===== src/rtl/tdm_skew_pkg.sv =====
`timescale 1ns/1ps
package tdm_skew_pkg;
  localparam int unsigned REG_W         = 16;
  localparam int unsigned LANES_PER_REG = 4;
  localparam int unsigned NIB_W         = REG_W / LANES_PER_REG;
  localparam int unsigned MAX_SKEW      = 8;   // 7 whole clocks + 1 half step
  localparam int unsigned MEAS_W        = 12;
  localparam int unsigned MEAS_PHASE    = 11;

  // half is the nibble LSB
  typedef struct packed {
    logic [2:0] whole;
    logic       half;
  } skew_cfg_t;
endpackage


===== src/rtl/tdm_skew_cfg.sv =====
`timescale 1ns/1ps
module tdm_skew_cfg
  import tdm_skew_pkg::*;
#(
  parameter  int unsigned NUM_STREAMS = 8,
  localparam int unsigned NUM_REGS    = (NUM_STREAMS + LANES_PER_REG - 1) / LANES_PER_REG,
  localparam int unsigned AW          = (NUM_REGS > 1) ? $clog2(NUM_REGS) : 1
) (
  input  logic                        clk_i,
  input  logic                        rst_ni,
  input  logic                        we_i,
  input  logic [AW-1:0]               addr_i,
  input  logic [REG_W-1:0]            wdata_i,
  output skew_cfg_t [NUM_STREAMS-1:0] cfg_o
);
  logic [NUM_REGS-1:0][REG_W-1:0] regs_q;

  always_ff @(posedge clk_i or negedge rst_ni) begin
    if (!rst_ni) begin
      regs_q <= '0;
    end else if (we_i && (32'(addr_i) < NUM_REGS)) begin
      regs_q[addr_i] <= wdata_i;
    end
  end

  for (genvar s = 0; s < NUM_STREAMS; s++) begin : g_dec
    assign cfg_o[s] = skew_cfg_t'(regs_q[s / LANES_PER_REG][(s % LANES_PER_REG) * NIB_W +: NIB_W]);
  end
endmodule


===== src/rtl/tdm_skew_fp.sv =====
`timescale 1ns/1ps
module tdm_skew_fp
  import tdm_skew_pkg::*;
(
  input  logic                clk_i,
  input  logic                rst_ni,
  input  logic                mode_i,
  input  logic                fp_i,
  output logic [MAX_SKEW:0]   hist_o
);
  logic fp_act;
  // ST-BUS: active low, GCI: active high
  assign fp_act = mode_i ? fp_i : ~fp_i;

  // hist_o[e] is set e+1 rising edges after the pulse was sampled
  always_ff @(posedge clk_i or negedge rst_ni) begin
    if (!rst_ni) hist_o <= '0;
    else         hist_o <= {hist_o[MAX_SKEW-1:0], fp_act};
  end
endmodule


===== src/rtl/tdm_skew_lane.sv =====
`timescale 1ns/1ps
module tdm_skew_lane
  import tdm_skew_pkg::*;
#(
  parameter  int unsigned NUM_CHAN   = 32,
  localparam int unsigned FRAME_BITS = NUM_CHAN * 8,
  localparam int unsigned BW         = $clog2(FRAME_BITS),
  localparam int unsigned CW         = BW - 3
) (
  input  logic              clk_i,
  input  logic              rst_ni,
  input  logic              mode_i,
  input  skew_cfg_t         cfg_i,
  input  logic [MAX_SKEW:0] hist_i,
  input  logic              rx_i,
  output logic              valid_o,
  output logic [7:0]        data_o,
  output logic [CW-1:0]     chan_o
);
  logic          rx_fall_q;
  logic [3:0]    skew;
  logic          start, bit_in, live_q;
  logic [BW-1:0] cnt_q, idx;
  logic [7:0]    sh_q, sh_nxt;

  // half-clock path: capture on the falling edge, consume on the next rising edge
  always_ff @(negedge clk_i or negedge rst_ni) begin
    if (!rst_ni) rx_fall_q <= 1'b0;
    else         rx_fall_q <= rx_i;
  end

  assign skew   = {1'b0, cfg_i.whole} + {3'b000, cfg_i.half};
  assign start  = hist_i[skew];
  assign bit_in = cfg_i.half ? rx_fall_q : rx_i;
  assign idx    = start ? '0 : cnt_q;
  assign sh_nxt = mode_i ? {bit_in, sh_q[7:1]} : {sh_q[6:0], bit_in};

  always_ff @(posedge clk_i or negedge rst_ni) begin
    if (!rst_ni) begin
      live_q  <= 1'b0;
      cnt_q   <= '0;
      sh_q    <= '0;
      valid_o <= 1'b0;
      data_o  <= '0;
      chan_o  <= '0;
    end else begin
      valid_o <= 1'b0;
      if (start || live_q) begin
        live_q <= 1'b1;
        sh_q   <= sh_nxt;
        cnt_q  <= (idx == BW'(FRAME_BITS - 1)) ? '0 : idx + 1'b1;
        if (idx[2:0] == 3'd7) begin
          valid_o <= 1'b1;
          data_o  <= sh_nxt;
          chan_o  <= idx[BW-1:3];
        end
      end
    end
  end
endmodule


===== src/rtl/tdm_skew_meas.sv =====
`timescale 1ns/1ps
module tdm_skew_meas
  import tdm_skew_pkg::*;
(
  input  logic [MEAS_W-1:0] meas_i,
  output logic [NIB_W-1:0]  off_o
);
  logic unused_mid;
  assign unused_mid = ^meas_i[MEAS_PHASE-1:3];
  // phase bit set: whole clocks only; clear: add the half step
  assign off_o = {meas_i[2:0], ~meas_i[MEAS_PHASE]};
endmodule


===== src/rtl/tdm_skew_rx.sv =====
`timescale 1ns/1ps
module tdm_skew_rx
  import tdm_skew_pkg::*;
#(
  parameter  int unsigned NUM_STREAMS = 8,
  parameter  int unsigned NUM_CHAN    = 32,
  localparam int unsigned CHAN_W      = $clog2(NUM_CHAN),
  localparam int unsigned NUM_REGS    = (NUM_STREAMS + LANES_PER_REG - 1) / LANES_PER_REG,
  localparam int unsigned CFG_AW      = (NUM_REGS > 1) ? $clog2(NUM_REGS) : 1
) (
  input  logic                          clk_i,
  input  logic                          rst_ni,
  input  logic                          mode_i,
  input  logic                          fp_i,
  input  logic [NUM_STREAMS-1:0]        rx_i,
  input  logic                          cfg_we_i,
  input  logic [CFG_AW-1:0]             cfg_addr_i,
  input  logic [REG_W-1:0]              cfg_wdata_i,
  input  logic [MEAS_W-1:0]             meas_i,
  output logic [NIB_W-1:0]              meas_off_o,
  output logic [NUM_STREAMS-1:0]        byte_valid_o,
  output logic [8*NUM_STREAMS-1:0]      byte_data_o,
  output logic [CHAN_W*NUM_STREAMS-1:0] byte_chan_o
);
  skew_cfg_t [NUM_STREAMS-1:0] lane_cfg;
  logic [MAX_SKEW:0]           fp_hist;

  tdm_skew_cfg #(.NUM_STREAMS(NUM_STREAMS)) u_cfg (
    .clk_i  (clk_i),
    .rst_ni (rst_ni),
    .we_i   (cfg_we_i),
    .addr_i (cfg_addr_i),
    .wdata_i(cfg_wdata_i),
    .cfg_o  (lane_cfg)
  );

  tdm_skew_fp u_fp (
    .clk_i (clk_i),
    .rst_ni(rst_ni),
    .mode_i(mode_i),
    .fp_i  (fp_i),
    .hist_o(fp_hist)
  );

  for (genvar s = 0; s < NUM_STREAMS; s++) begin : g_lane
    tdm_skew_lane #(.NUM_CHAN(NUM_CHAN)) u_lane (
      .clk_i  (clk_i),
      .rst_ni (rst_ni),
      .mode_i (mode_i),
      .cfg_i  (lane_cfg[s]),
      .hist_i (fp_hist),
      .rx_i   (rx_i[s]),
      .valid_o(byte_valid_o[s]),
      .data_o (byte_data_o[8*s +: 8]),
      .chan_o (byte_chan_o[CHAN_W*s +: CHAN_W])
    );
  end

  tdm_skew_meas u_meas (
    .meas_i(meas_i),
    .off_o (meas_off_o)
  );
endmodule


===== config.mk =====
export PLATFORM = sky130hd
export DESIGN_NAME = tdm_skew_rx
export DESIGN_NICKNAME = d
export VERILOG_FILES = /design/src/rtl/tdm_skew_pkg.sv /design/src/rtl/tdm_skew_cfg.sv /design/src/rtl/tdm_skew_fp.sv /design/src/rtl/tdm_skew_lane.sv /design/src/rtl/tdm_skew_meas.sv /design/src/rtl/tdm_skew_rx.sv
export SDC_FILE = /design/constraint.sdc
export NUM_CORES = 1
export LEC_CHECK = 0
export BUFFER_PORTS_ARGS = -buffer_cell sky130_fd_sc_hd__buf_2
export CORE_MARGIN = 2
export CORE_UTILIZATION = 50
export CTS_BUF_LIST = sky130_fd_sc_hd__clkbuf_4
export DETAILED_ROUTE_END_ITERATION = 6
export HOLD_SLACK_MARGIN = 0.08
export PLACE_DENSITY = 0.7
export SYNTH_ARGS = -nofsm -noshare
export SYNTH_HDL_FRONTEND = slang
export SYNTH_SLANG_ARGS = --single-unit

===== constraint.sdc =====
create_clock -name clk_i -period 6.01 [get_ports clk_i]
set_clock_uncertainty 0.05 [all_clocks]
set_input_delay 1.202 -clock clk_i [delete_from_list [all_inputs] [get_ports clk_i]]
set_output_delay 1.202 -clock clk_i [all_outputs]
set_load 0.1 [all_outputs]

* Yosys cells after proc, flatten, opt, wreduce, memory -nomap -nowiden
Cells that the tools add are included.
Widths: inputs -> output; s select.
** Word-level totals
- Logic and storage cells :: 188
- Input port bits :: 42
- Output and inout port bits :: 116
- Bits in registers :: 297
** Cells by class
- Equal/unequal tests :: 16
- Multiplexer cells :: 68
- $add $sub $neg :: 16
- Bitwise operators :: 2
- Reduce and logical (&&, ||, !) cells :: 17
- Magnitude comparators :: 10
** Operator list (count)
- $mux 8 :: 24
- $add 8x1->8 const B :: 8
- $eq 8x8->1 const B :: 8
- $lt 4x5->1 const B :: 8
- $mux 1 :: 33
- $add 3x1->4 :: 8
- $bmux 1 s4 :: 8
- $bwmux 32 :: 1
- $eq 3x3->1 const B :: 8
- $demux 16 s1 :: 1
- $mux 16 :: 1
- $reduce_and 2->1 :: 8
- $logic_or 1x1->1 :: 8
- $lt 1x2->1 const B :: 1
- $not 1->1 :: 2
- $ge 1x1->1 const B :: 1
- $logic_and 1x1->1 :: 1

* Depth between registers and ports, before layout
- Depth after elaboration :: 7
- Mapped depth :: 15
- Gate-level depth less buffers :: 13

* By module
From an unflattened synthesis, not the netlist that was laid out.
** Second synthesis, totals
- Cells, all modules :: 1090
- Area, all modules :: 14126.0 µm²
** By module, submodules not included
- tdm_skew_lane (g_lane[0].u_lane ...) :: seq. area each 800.8 µm², cells each 126, area each 1576.5 µm², instances 7
- tdm_skew_lane (g_lane[4].u_lane) :: seq. area each 800.8 µm², cells each 125, area each 1574.0 µm², instances 1
- tdm_skew_cfg :: seq. area each 800.8 µm², cells each 69, area each 1256.2 µm², instances 1
- tdm_skew_fp :: seq. area each 225.2 µm², cells each 10, area each 234.0 µm², instances 1
- tdm_skew_meas :: seq. area each 0.0 µm², cells each 4, area each 26.3 µm², instances 1

==> metrics.csv <==
stage;metric;value;unit
worst_setup_path;endpoint_kind;flop;
floorplanning;num_rows;61;
yosys;ys_ff_latch;297;
floorplanning;die_area;29800;um2
route;ant_nets;0;
power_and_ir_drop;leakage;7.86;nW
yosys;synth_area;14200;um2
route;wirelength;28400;um
yosys;yosys.area.top_type_share;0.509;
yosys;yosysSeqAreaShare;0.523;
worst_setup_path;worst-setup-path-type;flop to flop;
clock_network;cts_setup_buffers;0;
clock_network;cts_tree;done;
route;drc_errors;0;
sta;tightest_slew;1170;ps
yosys;yosys_most_used_dff;dfrtp_1;
sta;finalCritPeriodShare;0.767;
global_route;grt_usage;0.196;
route;first_pass_iters;4;
place;port_buffers;143;
floorplanning;die_w;173;um
power_and_ir_drop;power_density;448;nW/um2
floorplanning;initial_core_util;0.510;
worst_setup_path;cp.required;6530;ps
floorplanning;io_pins;158;
global_route;grt_max_degree;81;
worst_setup_path;cp_max_fo;14;
global_route;grt_overflow;0;
yosys;synth_area_leaders;dfrtp_1 51%, mux2_2 8.1%, mux2_1 6.3%, mux2_4 4.2%, ha_1 2.8%;
clock_network;cts_resized;0;
worst_setup_path;cp.arrival;5130;ps
sta;setup-violations-final;0;
final_layout;nFillCells;2300;
min_path;min_path_cells;1;
yosys;synthCells;1108;
worst_setup_path;worstSetupStartpointType;flop;
yosys;synth-edff-count;0;
place;place_congestion;0.809;
yosys;synth_warnings;0;
yosys;ys_async_sr_fraction;1.00;
final_layout;drive_gt1_frac;0.349;
clock_network;cts_num_sinks;297;
sta;max_clock_freq;217;MHz
global_route;antenna_found_initial;4;
yosys;synth_most_common_cell;dfrtp_1;
clock_network;numCtsBuffers;80;
sta;timing.hold.ws;431;ps
final_layout;syn2layout_area_growth;15.1;%
route;drt_iter0_drc;307;
floorplanning;core_area;27900;um2
sta;final.setup.tns;0;ps
yosys;synth_nets;1182;
sta;rsz0062_at_grt;no;
route;wl_per_cell;16.4;um
yosys;yosys.area.top_type;dfrtp_1;
clock_network;hold_buffers;0;
sta;slew_violations;0;
min_path;min_path_type;flop to flop;
job;maxCapViolations;0;
yosys;synth.avg_cell_area;12.8;um2
global_route;grt_pass1_wl;48400;um
place;hpwl;19700;um
route;vias_per_cell;5.42;
route;num_vias;9396;
clock_network;h-tree-depth;3;
clock_network;clock_latency;670;ps
outcome;status;completed;
sta;finalCriticalPeriod;4610;ps
worst_setup_path;r2r_cells;12;
yosys;synthTopCellsByCount;289 x dfrtp_1, 102 x mux2_2, 79 x mux2_1;
clock_network;clock-root-buffer;clkbuf_4;
floorplanning;die_h;173;um
final_layout;final_nets;1368;
power_and_ir_drop;ir_drop;0.460;mV
clock_network;clkTransAtPathRegs;60;ps
global_route;grt_pass1_vias;9638;
yosys;yosys.cell_types.count;68;
clock_network;clock_path_buffers;3;
sta;finalHoldViolCount;0;
sta;relSlewSlack;0.222;
## sequential cells by signal, summed over array words and instances, names as in the netlist
signal / cells
g_lane.u_lane.rx_fall_q: 8
g_lane.u_lane.sh_q: 64
u_fp.hist_o: 9
g_lane.u_lane.live_q: 8
g_lane.u_lane.valid_o: 8
g_lane.u_lane.data_o: 64
g_lane.u_lane.cnt_q: 64
g_lane.u_lane.chan_o: 40
u_cfg.cfg_o: 32
## layer usage
metal,global-route usage,up-vias,routed length [um]
li1,-,4502,-
met1,0.273,4643,13300
met2,0.300,209,13000
met3,0.0506,40,1680
met4,0.0630,2,408
met5,0,-,13
## placed cells by master (no fill, tap or decap), types with 8 or more instances in the layout
master	count
mux4_2	17
buf_4	9
and3_1	21
xnor2_1	14
a32o_1	30
clkbuf_4	128
dfrtp_1	289
a31oi_1	14
inv_1	38
nor3_1	8
nand4_1	14
a21oi_1	22
nand3_1	35
mux2_2	102
xor2_1	9
ha_1	32
mux2_4	40
nor2_1	46
nand2_1	51
a22o_1	12
dfrtn_1	8
and2_1	28
buf_2	142
o22ai_1	11
clkinv_1	8
o21ai_0	31
mux2_1	79
## final cells by class
| type | instances | area, um2 | share of cell area |
|---|---|---|---|
| antenna | 3 | 7.51 | 0.000460 |
| inverter | 44 | 178 | 0.0109 |
| tap | 378 | 473 | 0.0290 |
| clock buffer | 128 | 961 | 0.0588 |
| clock inverter | 14 | 136 | 0.00835 |
| timing repair buffer | 152 | 793 | 0.0486 |
| multi-input combinational | 719 | 6350 | 0.389 |
| sequential | 297 | 7430 | 0.455 |
## path summary, 6_finish.rpt
check / start / to / slack, ps
worst max-delay path: u_cfg.cfg_o[20] / g_lane[5].u_lane.data_o[0] / 1400
max in group asynchronous: rst_ni / g_lane[2].u_lane.rx_fall_q / 1960
worst min register to register: g_lane[6].u_lane.data_o[1] / g_lane[6].u_lane.data_o[1] / 430
worst min-delay path: g_lane[6].u_lane.data_o[1] / g_lane[6].u_lane.data_o[1] / 430
worst max register to register: u_cfg.cfg_o[20] / g_lane[5].u_lane.data_o[0] / 1400
min in group asynchronous: rst_ni / g_lane[0].u_lane.cnt_q[6] / 470
## where the power goes
part,internal (mW),total [mW],switching [mW]
clock network,1.09,1.90,0.809
logic,0.828,2.66,1.83
registers,2.45,2.77,0.322
## kinds of logic (layout without fill, tap and decap cells)
kind of cell               after synthesis  count (layout)  synth area share
other                                    0               3                 0
muxes                                  245             245             0.218
adders and majority gates               32              32            0.0282
xor gates and xnor gates                23              23            0.0142
buffers and inverters                   92             338            0.0291
DFF                                    297             297             0.523
and+or+nand+nor                        253             253            0.0977
AOI/OAI and AO/OA                      166             166            0.0895
## through the flow
| step | setup WS (ps) | cells | utilization | area (um2) | power, mW |
|---|---|---|---|---|---|
| global placement | 1310 | 1590 | 0.547 | 15200 | 5.42 |
| CTS | 1390 | 1732 | 0.586 | 16300 | 7.42 |
| detailed placement | 1290 | 1590 | 0.547 | 15200 | 5.48 |
| floorplan | 1610 | 1108 | - | 14200 | 4.96 |
| finish | 1400 | 1735 | 0.586 | 16300 | 7.32 |
| global route | 1050 | 1734 | 0.586 | 16300 | 7.76 |
## critical path, cell delays in order, from the launching register on
cell	delay, ps
dfrtp_1	430
ha_1	260
ha_1	390
mux2_1	330
and4_1	210
a211oi_2	350
a22oi_1	430
nor2_1	240
ha_1	220
ha_1	290
inv_1	80
a211oi_2	830
mux2_1	400
Power figures use the tool's default switching activity.
